`src/rtl/gshare_pkg.sv`:
```
package gshare_pkg;

  // strobes from control to datapath
  typedef struct packed {
    logic       wrEn;
    logic [1:0] wrVal;
    logic       shiftEn;
    logic       shiftBit;
  } trainStrobe_t;

  localparam logic [1:0] CTR_STRONG_NT = 2'b00;
  localparam logic [1:0] CTR_WEAK_T    = 2'b10;
  localparam logic [1:0] CTR_STRONG_T  = 2'b11;

endpackage

```
`src/rtl/gshare_dp.sv`:
```
module gshare_dp
  import gshare_pkg::*;
#(
  parameter int HIST_BITS = 6,
  parameter int PC_W      = 32,
  parameter int PC_LSB    = 2,
  parameter bit USE_XOR   = 1'b1
) (
  input  logic                 clk,
  input  logic                 rstN,
  input  logic [PC_W-1:0]      predPc,
  input  logic [HIST_BITS-1:0] updIdx,
  input  trainStrobe_t         strobe,
  output logic [HIST_BITS-1:0] predIdx,
  output logic [1:0]           predCtr,
  output logic [1:0]           updCtr,
  output logic [HIST_BITS-1:0] histQ
);

  localparam int ENTRIES = 1 << HIST_BITS;

  logic [1:0] ctrTab [ENTRIES];
  logic       unusedPcBits;

  assign unusedPcBits = ^predPc;

  // index hash selected by parameter
  generate
    if (USE_XOR) begin : gXorIdx
      assign predIdx = histQ ^ predPc[PC_LSB +: HIST_BITS];
    end else begin : gHistIdx
      assign predIdx = histQ;
    end
  endgenerate

  // combinational read of the stored (pre-write) value
  assign predCtr = ctrTab[predIdx];
  assign updCtr  = ctrTab[updIdx];

  // history shift, newest outcome in bit 0
  always_ff @(posedge clk or negedge rstN) begin
    if (!rstN) begin
      histQ <= '0;
    end else if (strobe.shiftEn) begin
      histQ <= {histQ[HIST_BITS-2:0], strobe.shiftBit};
    end
  end

  // counter table, written only at the returned index
  generate
    for (genvar e = 0; e < ENTRIES; e++) begin : gCtr
      always_ff @(posedge clk or negedge rstN) begin
        if (!rstN) begin
          ctrTab[e] <= CTR_WEAK_T;
        end else if (strobe.wrEn && (updIdx == HIST_BITS'(e))) begin
          ctrTab[e] <= strobe.wrVal;
        end
      end
    end
  endgenerate

endmodule

```
`src/rtl/gshare_ctrl.sv`:
```
module gshare_ctrl
  import gshare_pkg::*;
(
  input  logic         updValid,
  input  logic         updTaken,
  input  logic [1:0]   updCtr,
  input  logic [1:0]   predCtr,
  output trainStrobe_t strobe,
  output logic         predTaken
);

  logic [1:0] nextCtr;

  // saturating step toward the outcome
  always_comb begin
    if (updTaken) begin
      nextCtr = (updCtr == CTR_STRONG_T) ? CTR_STRONG_T : updCtr + 2'd1;
    end else begin
      nextCtr = (updCtr == CTR_STRONG_NT) ? CTR_STRONG_NT : updCtr - 2'd1;
    end
  end

  always_comb begin
    strobe.wrEn     = updValid;
    strobe.wrVal    = nextCtr;
    strobe.shiftEn  = updValid;
    strobe.shiftBit = updTaken;
  end

  // upper counter bit is the direction
  assign predTaken = predCtr[1];

endmodule

```
`src/rtl/gshare_predictor.sv`:
```
module gshare_predictor
  import gshare_pkg::*;
#(
  parameter int HIST_BITS = 6,
  parameter int PC_W      = 32,
  parameter int PC_LSB    = 2,
  parameter bit USE_XOR   = 1'b1
) (
  input  logic                 clk,
  input  logic                 rstN,
  input  logic [PC_W-1:0]      predPc,
  output logic                 predTaken,
  output logic [HIST_BITS-1:0] predIdx,
  input  logic                 updValid,
  input  logic                 updTaken,
  input  logic [HIST_BITS-1:0] updIdx
);

  trainStrobe_t         trainStb;
  logic [1:0]           predCtr;
  logic [1:0]           updCtr;
  logic [HIST_BITS-1:0] histQ;

  gshare_dp #(
    .HIST_BITS(HIST_BITS),
    .PC_W     (PC_W),
    .PC_LSB   (PC_LSB),
    .USE_XOR  (USE_XOR)
  ) uDp (
    .clk    (clk),
    .rstN   (rstN),
    .predPc (predPc),
    .updIdx (updIdx),
    .strobe (trainStb),
    .predIdx(predIdx),
    .predCtr(predCtr),
    .updCtr (updCtr),
    .histQ  (histQ)
  );

  gshare_ctrl uCtrl (
    .updValid (updValid),
    .updTaken (updTaken),
    .updCtr   (updCtr),
    .predCtr  (predCtr),
    .strobe   (trainStb),
    .predTaken(predTaken)
  );

endmodule

```
`config.mk`:
```
export PLATFORM = sky130hd
export DESIGN_NAME = gshare_predictor
export DESIGN_NICKNAME = d
export VERILOG_FILES = /design/src/rtl/gshare_pkg.sv /design/src/rtl/gshare_dp.sv /design/src/rtl/gshare_ctrl.sv /design/src/rtl/gshare_predictor.sv
export SDC_FILE = /design/constraint.sdc
export NUM_CORES = 1
export LEC_CHECK = 0
export BUFFER_PORTS_ARGS = -buffer_cell sky130_fd_sc_hd__buf_2
export CELL_PAD_IN_SITES_DETAIL_PLACEMENT = 1
export CELL_PAD_IN_SITES_GLOBAL_PLACEMENT = 1
export CORE_ASPECT_RATIO = 0.9
export CORE_UTILIZATION = 45
export CTS_CLUSTER_SIZE = 30
export DETAILED_ROUTE_END_ITERATION = 7
export PLACE_DENSITY_LB_ADDON = 0.1
export SLEW_MARGIN = 15
export SYNTH_ARGS = -nofsm -noshare
export SYNTH_HDL_FRONTEND = slang
export SYNTH_SLANG_ARGS = --single-unit
export TNS_END_PERCENT = 10
```
`constraint.sdc`:
```
create_clock -name clk -period 3.74 [get_ports clk]
set_input_delay 0.561 -clock clk [delete_from_list [all_inputs] [get_ports clk]]
set_output_delay 0.561 -clock clk [all_outputs]
set_load 0.02 [all_outputs]
```
==> results of run 1 <==
## synth_stat cells, drive strengths merged, types with 2 or more instances
master	number	area, sq um
nand2	199	747.0
o31ai	116	1121
dfrtp	70	1752
dfstp	64	1682
mux4	42	945.9
buf	30	232.7
clkbuf	24	90.09
mux2i	24	240.2
nor2	20	77.58
a22oi	14	105.1
nor3	13	65.06
nand3	12	60.06
mux2	9	101.4
nor2b	8	50.05
o221ai	8	70.07
and2	7	43.79
nand2b	7	43.79
o22ai	6	37.54
a31oi	5	31.28
and3	5	31.28
xor2	5	43.79
a21oi	3	26.28
o211ai	3	27.52
inv	2	7.510
nor4	2	12.51
## flip-flops by register name, summed over array words and instances (netlist names)
signal and count:
uDp.histQ 6, uDp.ctrTab 128
## critical path, delay by kind of cell, from the launching register on
| kind | cells | cell delay, ns |
|---|---|---|
| multiplexers | 3 | 1.59 |
| flip-flops | 1 | 0.44 |
| buffers and inverters | 2 | 0.39 |
| XOR/XNOR | 1 | 0.18 |
## path summary, 6_finish.rpt
| check | startpoint | to | cells after the start |
|---|---|---|---|
| setup / recovery | uDp.histQ[0] | predTaken | 6 |
| hold / removal | rstN | uDp.histQ[1] | 1 |
| setup reg to reg | uDp.ctrTab[17] | uDp.ctrTab[68] | 7 |
| hold reg to reg | uDp.ctrTab[23] | uDp.ctrTab[23] | 2 |
| max in group asynchronous | rstN | uDp.ctrTab[123] | 2 |
| min in group clk | uDp.ctrTab[23] | uDp.ctrTab[23] | 2 |
## cells by family after synthesis
kind of cell / share of synthesized area [%]
XOR/XNOR: 0.6718
multiplexers: 16.46
buffers and inverters: 4.223
flip-flops: 43.89
AO/OA/AOI/OAI: 19.27
AND/OR/NAND/NOR: 15.48
## per-layer routing
metal  part of all wire (%)  routed length, um  vias up  GRT usage, %
met5                      0                  0        -             0
met4                    1.4                337        0         7.928
met3                    4.5               1086       24         5.097
met2                     48              11550      158         46.77
met1                     46              11020     3175         40.20
li1                       -                  -     2719             -
## where the power goes
part,internal [mW],switching [mW]
clock,1.02,0.655
combinational,0.416,0.562
sequential,1.70,0.139
## area by class of cell
type,instances,area [sq um]
fill,1807,7988
multi-input combinational,524,4111
sequential,134,3433
timing repair buffer,60,526.8
clock buffer,22,464.2
tap,235,294.0
clock inverter,10,122.6
inverter,2,7.507
==> impl_results.md, run 1 <==
* Hold_buf cts at 0
* Drt drc at 0
* Slew @ Worst Pin at 0.8447 ns
* DR iter-0 viols at 488
* Worst-path clk slew at 0.06 ns
* # rows at 45
* Mapped cell area at 7823 sq um
* Post-Syn Area per Cell at 10.96 sq um
* CTS max path bufs at 2
* CTS Buf Count at 17
* Post-route minimum period at 3.620 ns
* Slew Limit Headroom at 43.69%
* First-pass GRT wire length at 38320 um
* Hold WC Path Type: primary input to asynchronous set/reset pin
* I/O Buffers at 22
* R2r setup slk at 1.05 ns
* Worst skew pair latency at 0.43 ns
* Post-synthesis register bit count at 134
* Netlist cell types at 46
* Placed Instances at 955
* Cell Area, Placed at 8373 sq um
* Design area at 8960 sq um
* Diodes inserted at 0
* Starting Density at 46.16%
* Top_reg_cell synth: dfrtp_1
* # resized after CTS at 0
* Wire length per cell at 24.31 um
* Hold_ws at 0.2178 ns
* Largest stage delay on the critical path at 0.57 ns
* Ys async rst share at 100.0%
* Final core occ at 52.87%
* RSZ-0062 raised after global routing: false
* Fin crit share at 96.80%
* Place WS at 0.2927 ns
* Leak at 3.508 nW
* Most frequent cells in the layout: 199 x nand2_1, 70 x dfrtp_1, 66 x o31ai_1
* Die W at 141.0 um
* Vias at 6076
* Fmax at 276.2 MHz
* Post-route ant nets at 0
* Drt first pass iters at 5
* CTS tree: done
* Die area at 17920 sq um
* RD Place Congestion at 0.8672
* Mapped Nets at 756
* Synth warn at 0
* Nets@finish at 781
* CP max FO at 17
* Post-CTS Setup Bufs at 0
* Worst Path Required at 3.18 ns
* Sequential share of the synthesized area at 43.89%
* Grt ovf at 0
* Initial antenna violation count at 0
* Final setup fails at 0
* Kind of critical path: flip-flop to output port
* Area Overhead vs Synth at 14.54%
* Non-filler cells, final at 987
* Slowest CP cell: mux4_2
* Clock Skews at 0.009423 ns
* Vert. Die Dim at 127.1 um
* Layout cells sized above 1 at 35.51%
* Run status: finished clean
* Worst Slack Setup Final at 0.1198 ns
* Vias in the first global route at 6483
* Max cap viols at 0
* Critical Path End Type: output port
* Final WL at 24000 um
* Clk sinks at 134
* Crit-path cells: xor2_4, buf_12, mux4_2, mux4_2, mux4_2, buf_2
* Tot GR Track Use at 28.89%
* Pwr dens at 501.9 nW/um^2
* Hpwl dp at 16160 um
* Arr. time, crit path at 3.06 ns
* Synth Instances at 714
* EDFF count, synth at 0
* Clock root cell: clkbuf_16
* Max-slew violations at 0
* Worst VDD drop at 314.8 uV
* Core area at 16950 sq um
* Io pins at 49
* Largest net degree at the start of global routing at 87
* Via density at 6.156
* Setup_tns at 0 ns
* Final Hold Viols at 0
* Commonest non-fill, non-tap cell in the layout: nand2_1
* CP Launch Type: flip-flop
* H-tree levels at 4
* CP most frequent cell: mux4_2
* Pwr Total at 4.497 mW
(Power assumes the default switching activity.)
==> inputs of run 2 (changes only) <==
--- a/config.mk
+++ b/config.mk
@@ -12,7 +12,7 @@
 export CORE_UTILIZATION = 45
 export CTS_CLUSTER_SIZE = 30
 export DETAILED_ROUTE_END_ITERATION = 7
-export PLACE_DENSITY_LB_ADDON = 0.1
+export PLACE_DENSITY = 0.78
 export SLEW_MARGIN = 15
 export SYNTH_ARGS = -nofsm -noshare
 export SYNTH_HDL_FRONTEND = slang
==> constraint.sdc (replaced) <==
create_clock -name clk -period 3.74 [get_ports clk]
set_input_delay 0.561 -clock clk [delete_from_list [all_inputs] [get_ports clk]]
set_output_delay 0.561 -clock clk [all_outputs]
set_load 0.05 [all_outputs]
==> run 2 against run 1 <==
Effect of this change: first-iteration DRC count up 30%; non-clock buffer count down 4; routed wire length up 3.0%; worst hold slack worse by 0.018 ns; power up 4.9%; final cell count down 0.41%; clock power up 8%; flip-flop and latch count unchanged; die area unchanged; via count up 2.5%; combinational power up 6%; critical path type unchanged; largest cell class unchanged; largest power group unchanged.
==> impl_results.md, run 2 (synthesis gave the netlist of run 1 again) <==
* Run status: finished clean
* Vert. Die Dim at 127.1 um
* Pwr Total at 4.719 mW
* Final core occ at 52.79%
* CP max FO at 9
* Max-slew violations at 0
* Arr. time, crit path at 3.13 ns
* Fill count at 1802
* Slew Limit Headroom at 38.23%
* Hold_buf cts at 0
* Io pins at 49
* Die area at 17920 sq um
* Clock root cell: clkbuf_16
* Hold WC Path Type: primary input to asynchronous set/reset pin
* Register with the most flip-flops: uDp.ctrTab
* Via density at 6.337
* Grt ovf at 0
* Vias at 6229
* Hpwl dp at 16010 um
* Core area at 16950 sq um
* CTS tree: done
* Design area at 8947 sq um
* Wire length per cell at 25.14 um
* Commonest non-fill, non-tap cell in the layout: nand2_1
* Post-CTS Setup Bufs at 0
* Slew @ Worst Pin at 0.9195 ns
* Clock share of power at 38.6%
* Diodes inserted at 0
* Worst Path Required at 3.18 ns
* Die W at 141.0 um
* Pwr dens at 527.4 nW/um^2
* CTS max path bufs at 2
* Layout cells sized above 1 at 35.70%
* Register share of total power at 39.4%
* Vias in the first global route at 6750
* Leak at 3.498 nW
* Clk sinks at 134
* CTS Buf Count at 17
* Largest net degree at the start of global routing at 77
* Kind of critical path: flip-flop to output port
* Area Overhead vs Synth at 14.38%
* Nets@finish at 777
* RSZ-0062 raised after global routing: true
* Worst skew pair latency at 0.43 ns
* Biggest regs: uDp.ctrTab: 128 flops, uDp.histQ: 6 flops
* CP Launch Type: flip-flop
* Tot GR Track Use at 29.32%
* Initial antenna violation count at 0
* Sw Share at 31.03%
* Critical Path End Type: output port
* RD Place Congestion at 0.8357
* Worst-path clk slew at 0.07 ns
* Fmax at 270.7 MHz
* Final setup fails at 0
* H-tree levels at 4
* Cell Area, Placed at 8270 sq um
* First-pass GRT wire length at 38880 um
* Drt drc at 0
* Clock Skews at 0.01151 ns
* Post-route ant nets at 0
* Starting Density at 46.16%
* Hold_ws at 0.1995 ns
* I/O Buffers at 22
* Drt first pass iters at 5
* Power Internal at 3.255 mW
* Switching power at 1.464 mW
* # resized after CTS at 0
* Final WL at 24710 um
* DR iter-0 viols at 634
* Max cap viols at 0
* Combinational Power Share at 22.0%
* Fin crit share at 98.77%
* Most frequent cells in the layout: 199 x nand2_1, 69 x dfrtp_1, 66 x o31ai_1
* Final Hold Viols at 0
* Worst VDD drop at 294.8 uV
* # rows at 45
* Post-route minimum period at 3.694 ns
* Largest register FFs at 128
-- run 2: worst paths after layout --
check	startpoint	end	slack (ns)	cells after the start
setup / recovery	uDp.histQ[0]	predTaken	0.05	6
hold / removal	rstN	uDp.ctrTab[6]	0.20	1
setup reg to reg	uDp.ctrTab[17]	uDp.ctrTab[31]	1.06	8
hold reg to reg	uDp.ctrTab[77]	uDp.ctrTab[77]	0.48	2
max in group asynchronous	rstN	uDp.ctrTab[57]	2.60	2
min in group clk	uDp.ctrTab[77]	uDp.ctrTab[77]	0.48	2
-- run 2: area by class of cell --
type                       instances  area, sq um  area share (%)
timing repair buffer              56        460.4           5.146
multi-input combinational        524         4111           45.95
clock inverter                    14        200.2           2.237
clock buffer                      18        439.2           4.908
inverter                           2        7.507         0.08390
tap                              235        294.0           3.286
sequential                       134         3435           38.39
-- run 2: per-layer routing --
| layer | global-route usage [%] | routed length, um | vias up |
|---|---|---|---|
| met1 | 38.24 | 10620 | 3257 |
| met4 | 12.98 | 761 | 0 |
| met3 | 6.222 | 1376 | 54 |
| met2 | 47.41 | 11960 | 211 |
| met5 | 0 | 0 | - |
| li1 | - | - | 2707 |
-- run 2: power groups by stage --
stage | Clock [mW] | Sequential, mW | Combinational (mW)
3_5_place_dp | 0 | 1.87 | 1.01
5_1_grt | 1.91 | 1.88 | 1.11
4_1_cts | 1.84 | 1.85 | 1.02
3_3_place_gp | 0 | 1.84 | 0.963
2_1_floorplan | 0 | 1.81 | 0.734
6_report | 1.82 | 1.86 | 1.04
-- run 2: per-stage QoR --
step	worst slack [ns]	TNS [ns]	std cells
6_report	0.04590	0	983
5_1_grt	-0.006535	-0.006535	983
4_1_cts	0.04259	0	982
3_5_place_dp	0.2028	0	950
3_3_place_gp	0.2849	0	950
2_1_floorplan	0.1626	0	714
-- run 2: worst max-delay path: stages, from the launching register on --
cell     delay (ns)
dfrtp_2        0.45
xor2_4         0.26
buf_12         0.20
mux4_2         0.54
mux4_2         0.55
mux4_2         0.47
buf_2          0.22
